$ cat src/rtl/slp_pkg.sv
package slp_pkg;
  localparam int unsigned CTRL_W = 3;
  localparam int unsigned NUM_CH = 2;

  typedef enum logic {
    SEL_AN  = 1'b0,
    SEL_REF = 1'b1
  } latch_sel_e;

  typedef struct packed {
    latch_sel_e lsel;
    logic       sw;
    logic       steer;
  } ctrl_t;
endpackage

$ cat src/rtl/slp_sync_edge.sv
module slp_sync_edge #(
  parameter int unsigned STAGES = 2
) (
  input  logic clk_i,
  input  logic rst_ni,
  input  logic d_i,
  output logic level_o,
  output logic rise_o
);
  logic [STAGES-1:0] chain_q;
  logic              prev_q;

  always_ff @(posedge clk_i or negedge rst_ni) begin
    if (!rst_ni) begin
      chain_q <= '0;
      prev_q  <= 1'b0;
    end else begin
      chain_q[0] <= d_i;
      prev_q     <= chain_q[STAGES-1];
      for (int i = 1; i < STAGES; i++) chain_q[i] <= chain_q[i-1];
    end
  end

  assign level_o = chain_q[STAGES-1];
  assign rise_o  = chain_q[STAGES-1] & ~prev_q;
endmodule

$ cat src/rtl/slp_shift_reg.sv
module slp_shift_reg #(
  parameter int unsigned W = 24
) (
  input  logic         clk_i,
  input  logic         rst_ni,
  input  logic         shift_i,
  input  logic         din_i,
  output logic [W-1:0] q_o,
  output logic         sdo_o
);
  logic [W-1:0] sr_q;

  always_ff @(posedge clk_i or negedge rst_ni) begin
    if (!rst_ni) sr_q <= '0;
    else if (shift_i) sr_q <= {sr_q[W-2:0], din_i};
  end

  assign q_o   = sr_q;
  assign sdo_o = sr_q[W-1];


  shift_step_chk: assert property (@(posedge clk_i) disable iff (!rst_ni)
    shift_i |=> (sr_q[0] == $past(din_i)) && (sr_q[W-1:1] == $past(sr_q[W-2:0])));

  shift_hold_chk: assert property (@(posedge clk_i) disable iff (!rst_ni)
    !shift_i |=> $stable(sr_q));
endmodule

$ cat src/rtl/slp_chan_latch.sv
module slp_chan_latch
  import slp_pkg::*;
#(
  parameter int unsigned N_W     = 10,
  parameter int unsigned A_W     = 7,
  parameter int unsigned R_W     = 14,
  parameter logic        SEL_VAL = 1'b1
) (
  input  logic           clk_i,
  input  logic           rst_ni,
  input  logic           xfer_i,
  input  ctrl_t          ctrl_i,
  input  logic [N_W-1:0] n_i,
  input  logic [A_W-1:0] a_i,
  input  logic [R_W-1:0] r_i,
  output logic [N_W-1:0] n_o,
  output logic [A_W-1:0] a_o,
  output logic [R_W-1:0] r_o,
  output logic           sw_hiz_o
);
  logic [N_W-1:0] n_q;
  logic [A_W-1:0] a_q;
  logic [R_W-1:0] r_q;
  logic           sw_q;
  logic           hit;

  assign hit = xfer_i && (ctrl_i.steer == SEL_VAL);

  always_ff @(posedge clk_i or negedge rst_ni) begin
    if (!rst_ni) begin
      n_q  <= '0;
      a_q  <= '0;
      r_q  <= '0;
      sw_q <= 1'b1;
    end else if (hit) begin
      sw_q <= ctrl_i.sw;
      if (ctrl_i.lsel == SEL_AN) begin
        n_q <= n_i;
        a_q <= a_i;
      end else begin
        r_q <= r_i;
      end
    end
  end

  assign n_o      = n_q;
  assign a_o      = a_q;
  assign r_o      = r_q;
  assign sw_hiz_o = sw_q;


  other_chan_hold_chk: assert property (@(posedge clk_i) disable iff (!rst_ni)
    (xfer_i && ctrl_i.steer != SEL_VAL) |=> $stable({n_q, a_q, r_q, sw_q}));

  no_xfer_hold_chk: assert property (@(posedge clk_i) disable iff (!rst_ni)
    !xfer_i |=> $stable({n_q, a_q, r_q, sw_q}));

  sw_update_chk: assert property (@(posedge clk_i) disable iff (!rst_ni)
    (xfer_i && ctrl_i.steer == SEL_VAL) |=> sw_q == $past(ctrl_i.sw));

  ref_sel_chk: assert property (@(posedge clk_i) disable iff (!rst_ni)
    (xfer_i && ctrl_i.steer == SEL_VAL && ctrl_i.lsel == SEL_REF)
      |=> $stable({n_q, a_q}) && r_q == $past(r_i));

  an_sel_chk: assert property (@(posedge clk_i) disable iff (!rst_ni)
    (xfer_i && ctrl_i.steer == SEL_VAL && ctrl_i.lsel == SEL_AN)
      |=> $stable(r_q) && n_q == $past(n_i) && a_q == $past(a_i));
endmodule

$ cat src/rtl/serial_prog_if.sv
module serial_prog_if
  import slp_pkg::*;
#(
  parameter int unsigned N_W       = 10,
  parameter int unsigned A_W       = 7,
  parameter int unsigned R_W       = 14,
  parameter int unsigned SR_W      = 24,
  parameter int unsigned SYNC_STGS = 2
) (
  input  logic                       clk_i,
  input  logic                       rst_ni,
  input  logic                       sdata_i,
  input  logic                       sclk_i,
  input  logic                       load_en_i,
  output logic                       sdo_o,
  output logic [NUM_CH-1:0][N_W-1:0] n_o,
  output logic [NUM_CH-1:0][A_W-1:0] a_o,
  output logic [NUM_CH-1:0][R_W-1:0] ref_o,
  output logic [NUM_CH-1:0]          sw_hiz_o
);
  localparam int unsigned AN_LEN  = N_W + A_W + CTRL_W;
  localparam int unsigned REF_LEN = R_W + CTRL_W;

  logic            din_s, din_rise;
  logic            sclk_s, sclk_rise;
  logic            en_s, en_rise;
  logic [SR_W-1:0] sr;
  ctrl_t           ctrl;
  logic [N_W-1:0]  n_fld;
  logic [A_W-1:0]  a_fld;
  logic [R_W-1:0]  r_fld;

  slp_sync_edge #(.STAGES(SYNC_STGS)) u_sync_din (
    .clk_i, .rst_ni, .d_i(sdata_i), .level_o(din_s), .rise_o(din_rise));
  slp_sync_edge #(.STAGES(SYNC_STGS)) u_sync_sclk (
    .clk_i, .rst_ni, .d_i(sclk_i), .level_o(sclk_s), .rise_o(sclk_rise));
  slp_sync_edge #(.STAGES(SYNC_STGS)) u_sync_en (
    .clk_i, .rst_ni, .d_i(load_en_i), .level_o(en_s), .rise_o(en_rise));

  slp_shift_reg #(.W(SR_W)) u_sr (
    .clk_i, .rst_ni, .shift_i(sclk_rise), .din_i(din_s), .q_o(sr), .sdo_o(sdo_o));

  // fields are located relative to the trailing control bits
  assign ctrl  = ctrl_t'(sr[CTRL_W-1:0]);
  assign a_fld = sr[CTRL_W +: A_W];
  assign n_fld = sr[CTRL_W + A_W +: N_W];
  assign r_fld = sr[CTRL_W +: R_W];

  for (genvar ch = 0; ch < NUM_CH; ch++) begin : g_ch
    slp_chan_latch #(
      .N_W(N_W), .A_W(A_W), .R_W(R_W),
      .SEL_VAL((ch == 0) ? 1'b1 : 1'b0)
    ) u_latch (
      .clk_i, .rst_ni,
      .xfer_i  (en_rise),
      .ctrl_i  (ctrl),
      .n_i     (n_fld),
      .a_i     (a_fld),
      .r_i     (r_fld),
      .n_o     (n_o[ch]),
      .a_o     (a_o[ch]),
      .r_o     (ref_o[ch]),
      .sw_hiz_o(sw_hiz_o[ch])
    );
  end

  initial begin

    an_len_fits_chk: assert (AN_LEN <= SR_W);

    ref_len_fits_chk: assert (REF_LEN <= SR_W);
  end


  single_xfer_chk: assert property (@(posedge clk_i) disable iff (!rst_ni)
    en_rise |=> !en_rise);

  one_chan_sw_chk: assert property (@(posedge clk_i) disable iff (!rst_ni)
    en_rise |=> $countones(sw_hiz_o ^ $past(sw_hiz_o)) <= 1);

  sdo_tracks_chk: assert property (@(posedge clk_i) disable iff (!rst_ni)
    !sclk_rise |=> $stable(sdo_o));

  logic unused_levels;
  assign unused_levels = sclk_s ^ en_s ^ din_rise;
endmodule

$ cat config.mk
export PLATFORM = sky130hd
export DESIGN_NAME = serial_prog_if
export DESIGN_NICKNAME = d
export VERILOG_FILES = /design/src/rtl/slp_pkg.sv /design/src/rtl/slp_sync_edge.sv /design/src/rtl/slp_shift_reg.sv /design/src/rtl/slp_chan_latch.sv /design/src/rtl/serial_prog_if.sv
export SDC_FILE = /design/constraint.sdc
export NUM_CORES = 1
export LEC_CHECK = 0
export ABC_AREA = 1
export ABC_CLOCK_PERIOD_IN_PS = 2450
export BUFFER_PORTS_ARGS = -buffer_cell sky130_fd_sc_hd__buf_2
export CAP_MARGIN = 20
export CORE_MARGIN = 8
export CORE_UTILIZATION = 30
export DETAILED_ROUTE_END_ITERATION = 7
export PLACE_DENSITY = 0.56
export SLEW_MARGIN = 20
export SYNTH_ARGS = -nofsm -noshare
export SYNTH_HDL_FRONTEND = slang
export SYNTH_SLANG_ARGS = --single-unit
$ cat constraint.sdc
create_clock -name clk_i -period 2.45 [get_ports clk_i]
set_input_delay 0.1225 -clock clk_i [delete_from_list [all_inputs] [get_ports clk_i]]
set_output_delay 0.1225 -clock clk_i [all_outputs]
set_load 0.005 [all_outputs]
==> summary.md <==
| Metric | Value |
|---|---|
| PwrDens | `952.1 mW/mm2` |
| Worst Slack Setup Final | `between 0.8 and 0.9 ns` |
| Synth Area in Compound Gates | `0.01052` |
| CTS sink count | `96` |
| Fillers | `1310` |
| Initial antenna violation count | `0` |
| Critical path arrival | `1.88 ns` |
| Peak fanout along the critical path | `60` |
| Fmax achieved | `616.0 MHz` |
| Wire per inst | `15.86 um` |
| Pin count of the biggest net entering global routing | `61` |
| Final setup TNS | `0 ns` |
| Main combinational cell family by area after synthesis | `simple AND/OR/NAND/NOR gates` |
| Tmin final | `1.623 ns` |
| Net Count, Synth | `404` |
| Final HPWL DP | `6.984 mm` |
| Final Hold Fails | `0` |
| Req. time, crit path | `roughly 2.7 ns` |
| Number of synthesized register bits | `96` |
| Commonest non-fill, non-tap cell in the layout | `nand2_1` |
| Switching power | `1.346 mW` |
| Final period util | `0.6626` |
| Clk slew on worst S/H paths | `0.06 ns` |
| Area share of fa/ha/maj cells after synthesis | `0` |
| Rel. slew slack | `0.5573` |
| Core Area | `0.01252 mm2` |
| H-Tree Depth | `3` |
| Post-synthesis mux area share | `0` |
| Sequential share of power | `0.513` |
| PortBufs | `between 60 and 70` |
| Max Slew Vio Count | `0` |
| Avg Vias per Cell | `around 4.7` |
| Post_cts resized | `0` |
| Starting Density | `0.3042` |
| Max_cap viols | `0` |
| Critical Path Max Stage Delay | `0.51 ns` |
| Int Power | `~3 mW` |
| Avg Synthesized Cell Area | `9.542 um2` |
| Post-place setup slack | `around 0.85 ns` |
| Post-CTS setup buffer count | `0` |
| Clk_lat worst skew | `roughly 0.34 ns` |
| Root Driver | `clkbuf_16` |
| Sw Share | `0.3083` |
| Critical-path top delay cell | `buf_4` |
| LEAKAGE | `2.549 nW` |
| Worst R2R Start | `u_sync_en.chain_q[1]$_DFF_PN0_` |
| CP delay by family, top | `buffers and inverters` |
| Die area | `0.01655 mm2` |
| Netlist Area Pre-Place | `roughly 0.0038 mm2` |
| Run status | `finished, final reports clean` |
| YS warnings | `0` |
| Area grow syn2layout | `20.44%` |
| Gr ovfl total | `0` |
| CTS Buf Count | `9` |
| 1st-pass router iterations | `5` |
| Sequential cell area fraction in the yosys report | `0.6316` |
| Vias in the first global route | `2945` |
| Commonest non-fill, non-tap cells in the layout | `nand2_1 (169), dfrtp_1 (94), buf_2 (68), nand4_1 (63), nand3_1 (19)` |
| Crit end category | `register` |
| CTS tree | `yes` |
| Residual DRC | `0` |
| RSZ-0062 raised after global routing | `no` |
| First-pass GRT wire length | `approximately 16 mm` |
| Critical path class | `register to register` |
| Min-Delay Path Class | `input pin to asynchronous set/reset pin` |
| Final layout net count | `approximately 470` |
| Final setup fails | `0` |
| Synth Instances | `399` |
| Cells along the critical path | `inv_1, nor2_4, buf_4, nand2_1, o21ai_0` |
| Iteration-0 DRC Markers | `200` |
| Total GRT Usage | `0.1281` |
| Io pins | `70` |
| Crit path from | `u_sync_en.chain_q[1]$_DFF_PN0_` |
| WP buf/inv | `2` |
| Non-filler cells, final | `635` |
| Layout cell share with drive strength beyond 1 | `0.2117` |
| Slew @ Worst Pin | `0.6641 ns` |
| Die Wd | `128.7 um` |
| Post-synthesis simple-gate area fraction | `0.3053` |
| R2r worst-path depth | `5` |
| Die H | `128.7 um` |
| FP Rows | `41` |
| # diodes | `0` |
| Total Wirelength | `10.07 mm` |
| Vias | `around 3000` |
| Worst setup SP type | `register` |
| Worst Skew | `between 0.005 and 0.006 ns` |
| Max clock buf depth | `2` |
| Peak VDD IR | `~0.32 mV` |
| Fin util | `0.3664` |
| Clock power frac | `0.294` |
| Synth cell types | `17` |
| Antenna-violating nets left | `0` |
| Gpl congestion | `0.8338` |
| Combinational Power Share | `0.193` |
| Placed Cells | `618` |
| XOR/XNOR Fraction of Synth Area | `0` |
| Crit path depth | `5` |
flip-flops by register name (all words and copies together) (netlist names):
register	cells
g_ch.u_latch.a_o	14
g_ch.u_latch.n_o	20
g_ch.u_latch.sw_hiz_o	2
u_sync_sclk.prev_q	1
g_ch.u_latch.r_o	28
u_sync_sclk.chain_q	2
u_sync_en.chain_q	2
u_sync_din.chain_q	2
u_sync_en.prev_q	1
u_sr.q_o	24
synthesized netlist by cell type:
library cell,n,share of area
nand2_1,169,0.17
dfrtp_1,94,0.62
nand4_1,63,0.10
nand3_1,19,0.025
buf_2,13,0.017
buf_4,10,0.020
clkbuf_1,6,0.0059
o21ai_0,6,0.0079
inv_1,4,0.0039
buf_1,3,0.0030
a21oi_1,2,0.0026
dfstp_2,2,0.014
inv_2,2,0.0020
nand3_2,2,0.0053
nor2_1,2,0.0020
clkinv_1,1,0.00098
nor2_4,1,0.0030
cells by family after synthesis:
logic type / Yosys count
AO/OA/AOI/OAI: 8
buffers and inverters: 39
flip-flops: 96
AND/OR/NAND/NOR: 256
repair_timing:
item	4_1_cts	5_1_grt
endpoints found under the setup margin	0	0
hold buffers	4	0
hold endpoints to repair	51	0
worst paths after layout:
path	endpoint	slack [ns]
worst max-delay path	g_ch[0].u_latch.sw_hiz_o$_DFFE_PN1P_	0.83
worst min-delay path	g_ch[0].u_latch.r_o[10]$_DFFE_PN0P_	0.35
worst max register to register	g_ch[0].u_latch.sw_hiz_o$_DFFE_PN1P_	0.83
worst min register to register	u_sync_sclk.chain_q[1]$_DFF_PN0_	0.35
max in group asynchronous	g_ch[1].u_latch.r_o[11]$_DFFE_PN0P_	1.42
min in group clk_i	u_sync_sclk.chain_q[1]$_DFF_PN0_	0.35
power by group through the flow:
stage / sequential [mW] / clock [mW] / combinational, mW
after floorplan: 2.20 / 0 / 0.425
after global placement: 2.26 / 0 / 0.858
after detailed placement: 2.27 / 0 / 0.868
after CTS: 2.25 / 1.32 / 0.877
after global routing: 2.29 / 1.37 / 0.988
final: 2.24 / 1.28 / 0.842
stage by stage:
stage / power (mW) / cell area [um2] / hold slack, ns
after global placement: 3.120 / 4284 / 0.2016
after global routing: 4.646 / 4586 / 0.3697
final: 4.366 / 4586 / 0.3477
after CTS: 4.439 / 4586 / 0.3489
after floorplan: 2.625 / 3807 / -0.1731
after detailed placement: 3.137 / 4284 / 0.2123
final cells by class:
cell class | count | area, um2 | share of cell area
tap | 172 | 215.2 | 0.04693
sequential | 96 | 2405 | 0.5244
timing repair buffer | 83 | 475.5 | 0.1037
clock buffer | 12 | 256.5 | 0.05593
clock inverter | 1 | 5.005 | 0.001091
inverter | 7 | 26.28 | 0.005730
multi-input combinational | 264 | 1202 | 0.2622
per-layer routing:
| metal | part of all wire | track usage | vias up |
|---|---|---|---|
| met1 | 0.46 | 0.1665 | 1432 |
| met5 | 0 | 0 | - |
| li1 | - | - | 1461 |
| met2 | 0.46 | 0.1927 | 83 |
| met3 | 0.068 | 0.03641 | 10 |
| met4 | 0.014 | 0.06151 | 0 |
Power figures use the tool's default switching activity.
